**config.mk**
```make
export PLATFORM = sky130hd
export DESIGN_NAME = supply_supervisor
export DESIGN_NICKNAME = d
export VERILOG_FILES = /design/src/rtl/supv_pkg.sv /design/src/rtl/supv_sync.sv /design/src/rtl/supv_fault.sv /design/src/rtl/supv_pgood.sv /design/src/rtl/supply_supervisor.sv
export SDC_FILE = /design/constraint.sdc
export NUM_CORES = 1
export LEC_CHECK = 0
export CORE_AREA = 2 2 39 41
export DETAILED_ROUTE_END_ITERATION = 8
export DIE_AREA = 0 0 41 43
export PLACE_DENSITY_LB_ADDON = 0.12
export SYNTH_ARGS = -nofsm -noshare
export SYNTH_HDL_FRONTEND = slang
export SYNTH_HIERARCHICAL = 1
export SYNTH_SLANG_ARGS = --single-unit
```
**constraint.sdc**
```tcl
create_clock -name clk -period 1.1 [get_ports clk]
set_input_delay 0.22 -clock clk [delete_from_list [all_inputs] [get_ports clk]]
set_output_delay 0.22 -clock clk [all_outputs]
set_load 0.05 [all_outputs]
```
**src/rtl/supv_pkg.sv**
```systemverilog
package supv_pkg;
  // Undervoltage state update: a set from the low comparator beats a clear from the high one
  function automatic logic uv_next(input logic cur, input logic lo_ok, input logic hi_ok);
    if (!lo_ok)      return 1'b1;
    else if (hi_ok)  return 1'b0;
    else             return cur;
  endfunction

  // Power-good condition, active high
  function automatic logic pg_ok(input logic drain_lo, input logic gate_hi, input logic on,
                                 input logic uv, input logic ov);
    return drain_lo & gate_hi & on & ~uv & ~ov;
  endfunction
endpackage

```
**src/rtl/supv_sync.sv**
```systemverilog
module supv_sync #(
  parameter int WIDTH  = 6,
  parameter int STAGES = 2
) (
  input  logic             clk,
  input  logic             rst_n,
  input  logic [WIDTH-1:0] d_i,
  output logic [WIDTH-1:0] q_o
);
  localparam int LAST = STAGES - 1;

  logic [WIDTH-1:0] chain_q [STAGES];

  for (genvar s = 0; s < STAGES; s++) begin : g_stage
    always_ff @(posedge clk or negedge rst_n) begin
      if (!rst_n) chain_q[s] <= '0;
      else if (s == 0) chain_q[s] <= d_i;
      else chain_q[s] <= chain_q[(s == 0) ? 0 : s-1];
    end
  end

  assign q_o = chain_q[LAST];
endmodule

```
**src/rtl/supv_fault.sv**
```systemverilog
module supv_fault (
  input  logic clk,
  input  logic rst_n,
  input  logic lo_ok_s,
  input  logic hi_ok_s,
  input  logic ov_s,
  output logic uv_q,
  output logic ov_q,
  output logic hyst_q
);
  import supv_pkg::*;

  always_ff @(posedge clk or negedge rst_n) begin
    if (!rst_n) begin
      uv_q   <= 1'b1;
      ov_q   <= 1'b0;
      hyst_q <= 1'b0;
    end else begin
      uv_q   <= uv_next(uv_q, lo_ok_s, hi_ok_s);
      ov_q   <= ov_s;
      hyst_q <= ov_s;
    end
  end

  assert_uv_set_R2: assert property (@(posedge clk) disable iff (!rst_n)
    !lo_ok_s |=> uv_q);
  assert_uv_clear_needs_high_R3: assert property (@(posedge clk) disable iff (!rst_n)
    (uv_q && !hi_ok_s) |=> uv_q);
  assert_uv_set_wins_R4: assert property (@(posedge clk) disable iff (!rst_n)
    (!lo_ok_s && hi_ok_s) |=> uv_q);
  assert_ov_follow_R5: assert property (@(posedge clk) disable iff (!rst_n)
    ov_s |=> ov_q);
  assert_ov_release_R5: assert property (@(posedge clk) disable iff (!rst_n)
    !ov_s |=> !ov_q);
  assert_hyst_matches_R6: assert property (@(posedge clk) disable iff (!rst_n)
    hyst_q == ov_q);
endmodule

```
**src/rtl/supv_pgood.sv**
```systemverilog
module supv_pgood (
  input  logic drain_s,
  input  logic gate_s,
  input  logic on_s,
  input  logic uv,
  input  logic ov,
  output logic gate_off,
  output logic pgood_n
);
  import supv_pkg::*;

  always_comb begin
    gate_off = uv | ov;
    pgood_n  = ~pg_ok(drain_s, gate_s, on_s, uv, ov);
  end
endmodule

```
**src/rtl/supply_supervisor.sv**
```systemverilog
module supply_supervisor #(
  parameter int SYNC_STAGES = 2
) (
  input  logic clk,
  input  logic rst_n,
  input  logic uvl_ok_i,
  input  logic uvh_ok_i,
  input  logic ov_high_i,
  input  logic drain_low_i,
  input  logic gate_high_i,
  input  logic hs_on_i,
  output logic gate_off_o,
  output logic uv_flag_o,
  output logic ov_flag_o,
  output logic ov_hyst_en_o,
  output logic pgood_n_o
);
  localparam int NIN = 6;

  logic [NIN-1:0] raw_in, syn_in;
  logic lo_ok_s, hi_ok_s, ov_s, drain_s, gate_s, on_s;
  logic uv_state, ov_state, hyst_state;

  assign raw_in = {hs_on_i, gate_high_i, drain_low_i, ov_high_i, uvh_ok_i, uvl_ok_i};

  supv_sync #(.WIDTH(NIN), .STAGES(SYNC_STAGES)) sync_i (
    .clk(clk), .rst_n(rst_n), .d_i(raw_in), .q_o(syn_in));

  assign {on_s, gate_s, drain_s, ov_s, hi_ok_s, lo_ok_s} = syn_in;

  supv_fault fault_i (
    .clk(clk), .rst_n(rst_n), .lo_ok_s(lo_ok_s), .hi_ok_s(hi_ok_s), .ov_s(ov_s),
    .uv_q(uv_state), .ov_q(ov_state), .hyst_q(hyst_state));

  supv_pgood pgood_i (
    .drain_s(drain_s), .gate_s(gate_s), .on_s(on_s), .uv(uv_state), .ov(ov_state),
    .gate_off(gate_off_o), .pgood_n(pgood_n_o));

  assign uv_flag_o    = uv_state;
  assign ov_flag_o    = ov_state;
  assign ov_hyst_en_o = hyst_state;

  assert_gate_off_on_fault_R7: assert property (@(posedge clk) disable iff (!rst_n)
    (uv_flag_o || ov_flag_o) |-> gate_off_o);
  assert_pgood_needs_all_R8: assert property (@(posedge clk) disable iff (!rst_n)
    !pgood_n_o |-> (drain_s && gate_s && on_s));
  assert_pgood_off_on_fault_R9: assert property (@(posedge clk) disable iff (!rst_n)
    (!on_s || uv_state || ov_state) |-> pgood_n_o);
endmodule

```
# Word-level counts from Yosys, hierarchy flattened

Index checks and enable logic that the tools add are counted.

Latch bits: 0
Register bits: 14
Memory bits (read-only): 0
Memory bits (writable): 0
Word-level logic and storage cells: 15
Output and inout port bits: 5
Memories: 0

Shift operators: 0
Multipliers: 0
Mux-type cells: 2
Add/sub/neg operators: 0
$lt $le $gt $ge: 0
Bitwise operators: 8
Divide/modulo/power cells: 0
Equal/unequal tests: 1
Reduce and logical (&&, ||, !) cells: 0

Operators by type and width:

| kind               | count |
|---|---|
| $and 1x1->1        | 4 |
| $not 1->1          | 3 |
| $mux 1             | 2 |
| $ne 2x1->1 const B | 1 |
| $or 1x1->1         | 1 |

# Longest topological paths before layout

Word-level depth: 5
Gate-level depth with buffers: 3
Gate-level depth less buffers: 2

# Hierarchy

Netlist, hierarchy kept.

By module, submodules not included:

| module     | seq. area each (um^2) | cells each | area an instance (um^2) | times used |
|---|---|---|---|---|
| supv_sync  | 300.3                 | 18         | 345.3                   | 1 |
| supv_fault | 51.3                  | 5          | 71.3                    | 1 |
| supv_pgood | 0.0                   | 3          | 13.8                    | 1 |

# Worst setup path after synthesis

OpenSTA, ideal clock, no wires.

Path type: register to output
Start point: reg fault_i/hyst_q (netlist name)
End point: out pgood_n_o
Cell stages (with the launch flop): 4
Slack: -575 ps
Arrival: 1455 ps
Cell sequence: dfrtp_1 buf_4 nor2_1 nand4_1

RTL lines:

| what             | RTL line                | source |
|---|---|---|
| end: declaration | supply_supervisor.sv:16 | `output logic pgood_n_o` |

# Worst setup path in the final report

Start point: reg fault_i.uv_q
End point: out pgood_n_o

Word-level cells in the longest chain between the ends: 4

Ends and longest elaborated chain:

| what                     | RTL line         | source |
|---|---|---|
| start: declaration       | supv_fault.sv:7  | `output logic uv_q,` |
| start signal: assignment | supv_fault.sv:19 | `uv_q <= uv_next(uv_q, lo_ok_s, hi_ok_s);` |
| $not 1->1                | supv_pkg.sv:12   | `return drain_lo & gate_hi & on & ~uv & ~ov;` |
| $and 1x1->1 (2 in a row) | supv_pkg.sv:12   |  |
| $not 1->1                | supv_pgood.sv:14 | `pgood_n = ~pg_ok(drain_s, gate_s, on_s, uv, ov);` |

No other way between the ends.

==> impl_metrics.toml <==
[floorplanning]
die_x_um = 41
design.die.area_um2 = 1760
placementRows = 14
design.core.area_um2 = 1380
top_level_ports = 13
die_h_um = 43
floorplan.initialDensity = 0.311

[power]
max-vdd-ir-drop_uv = 749
cellLeakagePower_nw = 0.293
totalPowerFinal_mw = 1.02
power_density_nw_per_um2 = 1580

[routing]
via_count = 199
totalWireLength_um = 416
route.detailed.vias_per_inst = 3.62
remaining_drc_errors = 0
wire_length_per_cell_um = 7.56
number_of_drc_violations_after_detailed_routing_iteration_0 = 1
antenna_left = 0
drt_pre_antenna_iters = 2

[synthesis]
postSynthRegisterBits = 14
yosys.cell_types.count = 7
avgSynthCellArea_um2 = 16.6
syn_nets = 34
synth_enable_flop_cells = 0
post_synth_instance_area_um2 = 430
synth_top_cells_by_area = "sky130_fd_sc_hd__dfrtp_1 (76%), sky130_fd_sc_hd__buf_4 (12%), sky130_fd_sc_hd__dfstp_2 (6.1%)"
netlist_top_cells_count = "sky130_fd_sc_hd__dfrtp_1 (13), sky130_fd_sc_hd__buf_4 (7), sky130_fd_sc_hd__inv_1 (2)"
post-synth-top-count-cell = "sky130_fd_sc_hd__dfrtp_1"
synth_warnings = 6
netlist.area_leader.share = 0.756
sequential_to_total_area_share_from_yosys_stat = 0.817
yosysTopAreaCell = "sky130_fd_sc_hd__dfrtp_1"
synth-async-reset-ratio = 1.00
postSynthCellCount = 26
ys.flop_type = "sky130_fd_sc_hd__dfrtp_1"

[critical_path]
worstSetupEndpointType = "output pin"
crit_path_max_fanout = 2
cp_slowest_stage_delay_ns = 0.56
worst-r2r-cell-count = 3
crit-reg2reg-launch = "fault_i/uv_q$_DFFE_PN1P_"
timing.reg2reg.setup_slack_ns = 0.19
critical_path.reg2reg.endpoint = "fault_i/uv_q$_DFFE_PN1P_"
slowest_stage = "sky130_fd_sc_hd__dfstp_2"
cp.arrival_ns = 1.13
crit_chain = "nor2_4, nand4_1, buf_12"
crit_required_ns = 0.88
timing_worst_setup_path_type = "flop to output pin"
cp-start-kind = "flop"

[grt]
track_usage = 0.0722
number_of_antenna_violations_at_the_first_check_in_global_routing = 0
globalRouteOverflowTotal = 0
global_route_wire_length_before_repair_um = 724
maximum_number_of_pins_on_one_net_before_global_route_repair = 15
grt_pass1_vias = 180

[placed_design]
dp_slack_ns = 0.0201
post-place-cells = 49
dpl_cell_area_um2 = 592
routability_driven_placement_congestion_ratio = 0.623
io_buffer_count = 12

[sta]
grt_setup_unrepaired = "true"
setup_viol = 5
max_clock_freq_ghz = 0.743
slew_viol_final = 0
period_share = 1.22
final.setup_skew_ns = 0.000494
period_minus_slack_ns = 1.35
worst_slack_ns = -0.245
max_slew_margin = 0.887
transition_time_at_the_pin_with_the_least_slew_margin_ns = 0.169
finalHoldViolCount = 0

[clock_tree]
cts.root.buffer_cell = "sky130_fd_sc_hd__clkbuf_4"
clkSlewWorstSetupHoldPaths_ns = 0.08
cts_hold_buf = 0
cts-buffers-inserted = 3
clock-sinks = 14
htree_levels = 1
clkLatencyLatePin_ns = 0.27
clk_path_buf_depth = 2
tritoncts = "done"

[finish]
n_antenna_cell = 0
area_growth_syn_to_layout_pct = 50.3
fin_area_um2 = 647
finish.net_count = 48
layout.cells.non_filler = 55
post_route_cells_drive_above_1_share = 0.436
fillerInstances = 122

[job]
max-cap-violations = 0

[min_path]
hp-class = "input port to async pin"

[run_status]
failed_checks = "negative setup slack"
outcome = "finished with violations"
-- report_power, final --
part	switching (mW)	internal (mW)	leakage (nW)
clock network	0.145	0.201	0.0210
registers	0.0101	0.543	0.161
logic	0.0562	0.0688	0.111
total	0.211	0.813	0.293
-- worst max path at each step --
| stage | startpoint | end | slack, ns | cells past startpoint |
|---|---|---|---|---|
| 6_report | fault_i/uv_q$_DFFE_PN1P_ | pgood_n_o | -0.25 | 3 |
| 5_1_grt | fault_i/hyst_q$_DFF_PN0_ | pgood_n_o | -0.32 | 3 |
| 4_1_cts | fault_i/uv_q$_DFFE_PN1P_ | pgood_n_o | -0.27 | 3 |
| 3_5_place_dp | fault_i/hyst_q$_DFF_PN0_ | pgood_n_o | 0.02 | 3 |
| 3_3_place_gp | fault_i/hyst_q$_DFF_PN0_ | pgood_n_o | 0.04 | 3 |
| 2_1_floorplan | fault_i/hyst_q$_DFF_PN0_ | pgood_n_o | -0.37 | 3 |
-- registers in the layout, indices dropped and copies added (netlist names) --
name / cells
sync_i/chain_q: 6
sync_i/q_o: 6
fault_i/hyst_q: 1
fault_i/uv_q: 1
-- routing by layer --
metal,vias up,track usage,part of all wire
li1,98,-,-
met4,0,0.0800,0
met1,89,0.0739,0.37
met5,-,0,0
met3,0,0.0471,0.12
met2,12,0.0875,0.51
-- cell type report --
| type | instances | area (µm²) | area share |
|---|---|---|---|
| clock buffers | 4 | 36.3 | 0.0561 |
| inverters | 2 | 7.51 | 0.0116 |
| multi-input cells | 3 | 26.3 | 0.0406 |
| flip-flops and latches | 14 | 353 | 0.545 |
| well taps | 16 | 20.0 | 0.0309 |
| repair buffers | 16 | 204 | 0.315 |
-- per-stage QoR --
step	TNS [ns]	utilization	hold slack (ns)
6_report	-1.07	0.467	0.245
5_1_grt	-1.34	0.467	0.240
4_1_cts	-1.17	0.467	0.233
3_5_place_dp	0	0.428	0.335
3_3_place_gp	0	0.428	0.333
2_1_floorplan	-0.568	-	-0.0756
-- cell families (layout without fill, tap and decap cells) --
logic type	Yosys count	after routing	synth area share
and+or+nand+nor	2	2	0.0233
buffers and inverters	9	22	0.140
AOI/OAI and AO/OA	1	1	0.0204
DFF	14	14	0.817
-- critical path: cells and delay by family (launching register included) --
family / cells / cell delay (ns)
flip-flops: 1 / 0.56
buffers and inverters: 1 / 0.15
AND/OR/NAND/NOR: 2 / 0.15
-- placed cells by master (no fill, tap or decap) --
cell type / netlist / routed
sky130_fd_sc_hd__o21ai_2: 1 / 1
sky130_fd_sc_hd__buf_6: 0 / 1
sky130_fd_sc_hd__dfstp_2: 1 / 1
sky130_fd_sc_hd__buf_4: 7 / 3
sky130_fd_sc_hd__dfrtp_1: 13 / 12
sky130_fd_sc_hd__inv_1: 2 / 2
sky130_fd_sc_hd__clkdlybuf4s50_1: 0 / 7
sky130_fd_sc_hd__clkbuf_8: 0 / 1
sky130_fd_sc_hd__dfrtp_2: 0 / 1
sky130_fd_sc_hd__nor2_4: 0 / 1
sky130_fd_sc_hd__buf_12: 0 / 5
sky130_fd_sc_hd__nand4_1: 1 / 1
sky130_fd_sc_hd__clkbuf_4: 0 / 3
-- timing repair --
action                                  in CTS  in global routing
resized for setup                            1                  0
endpoints found under the setup margin       5                  5
pin swaps                                    1                  0
setup buffers                                2                  0
gates cloned                                 0                  0
Power figures use the tool's default switching activity.
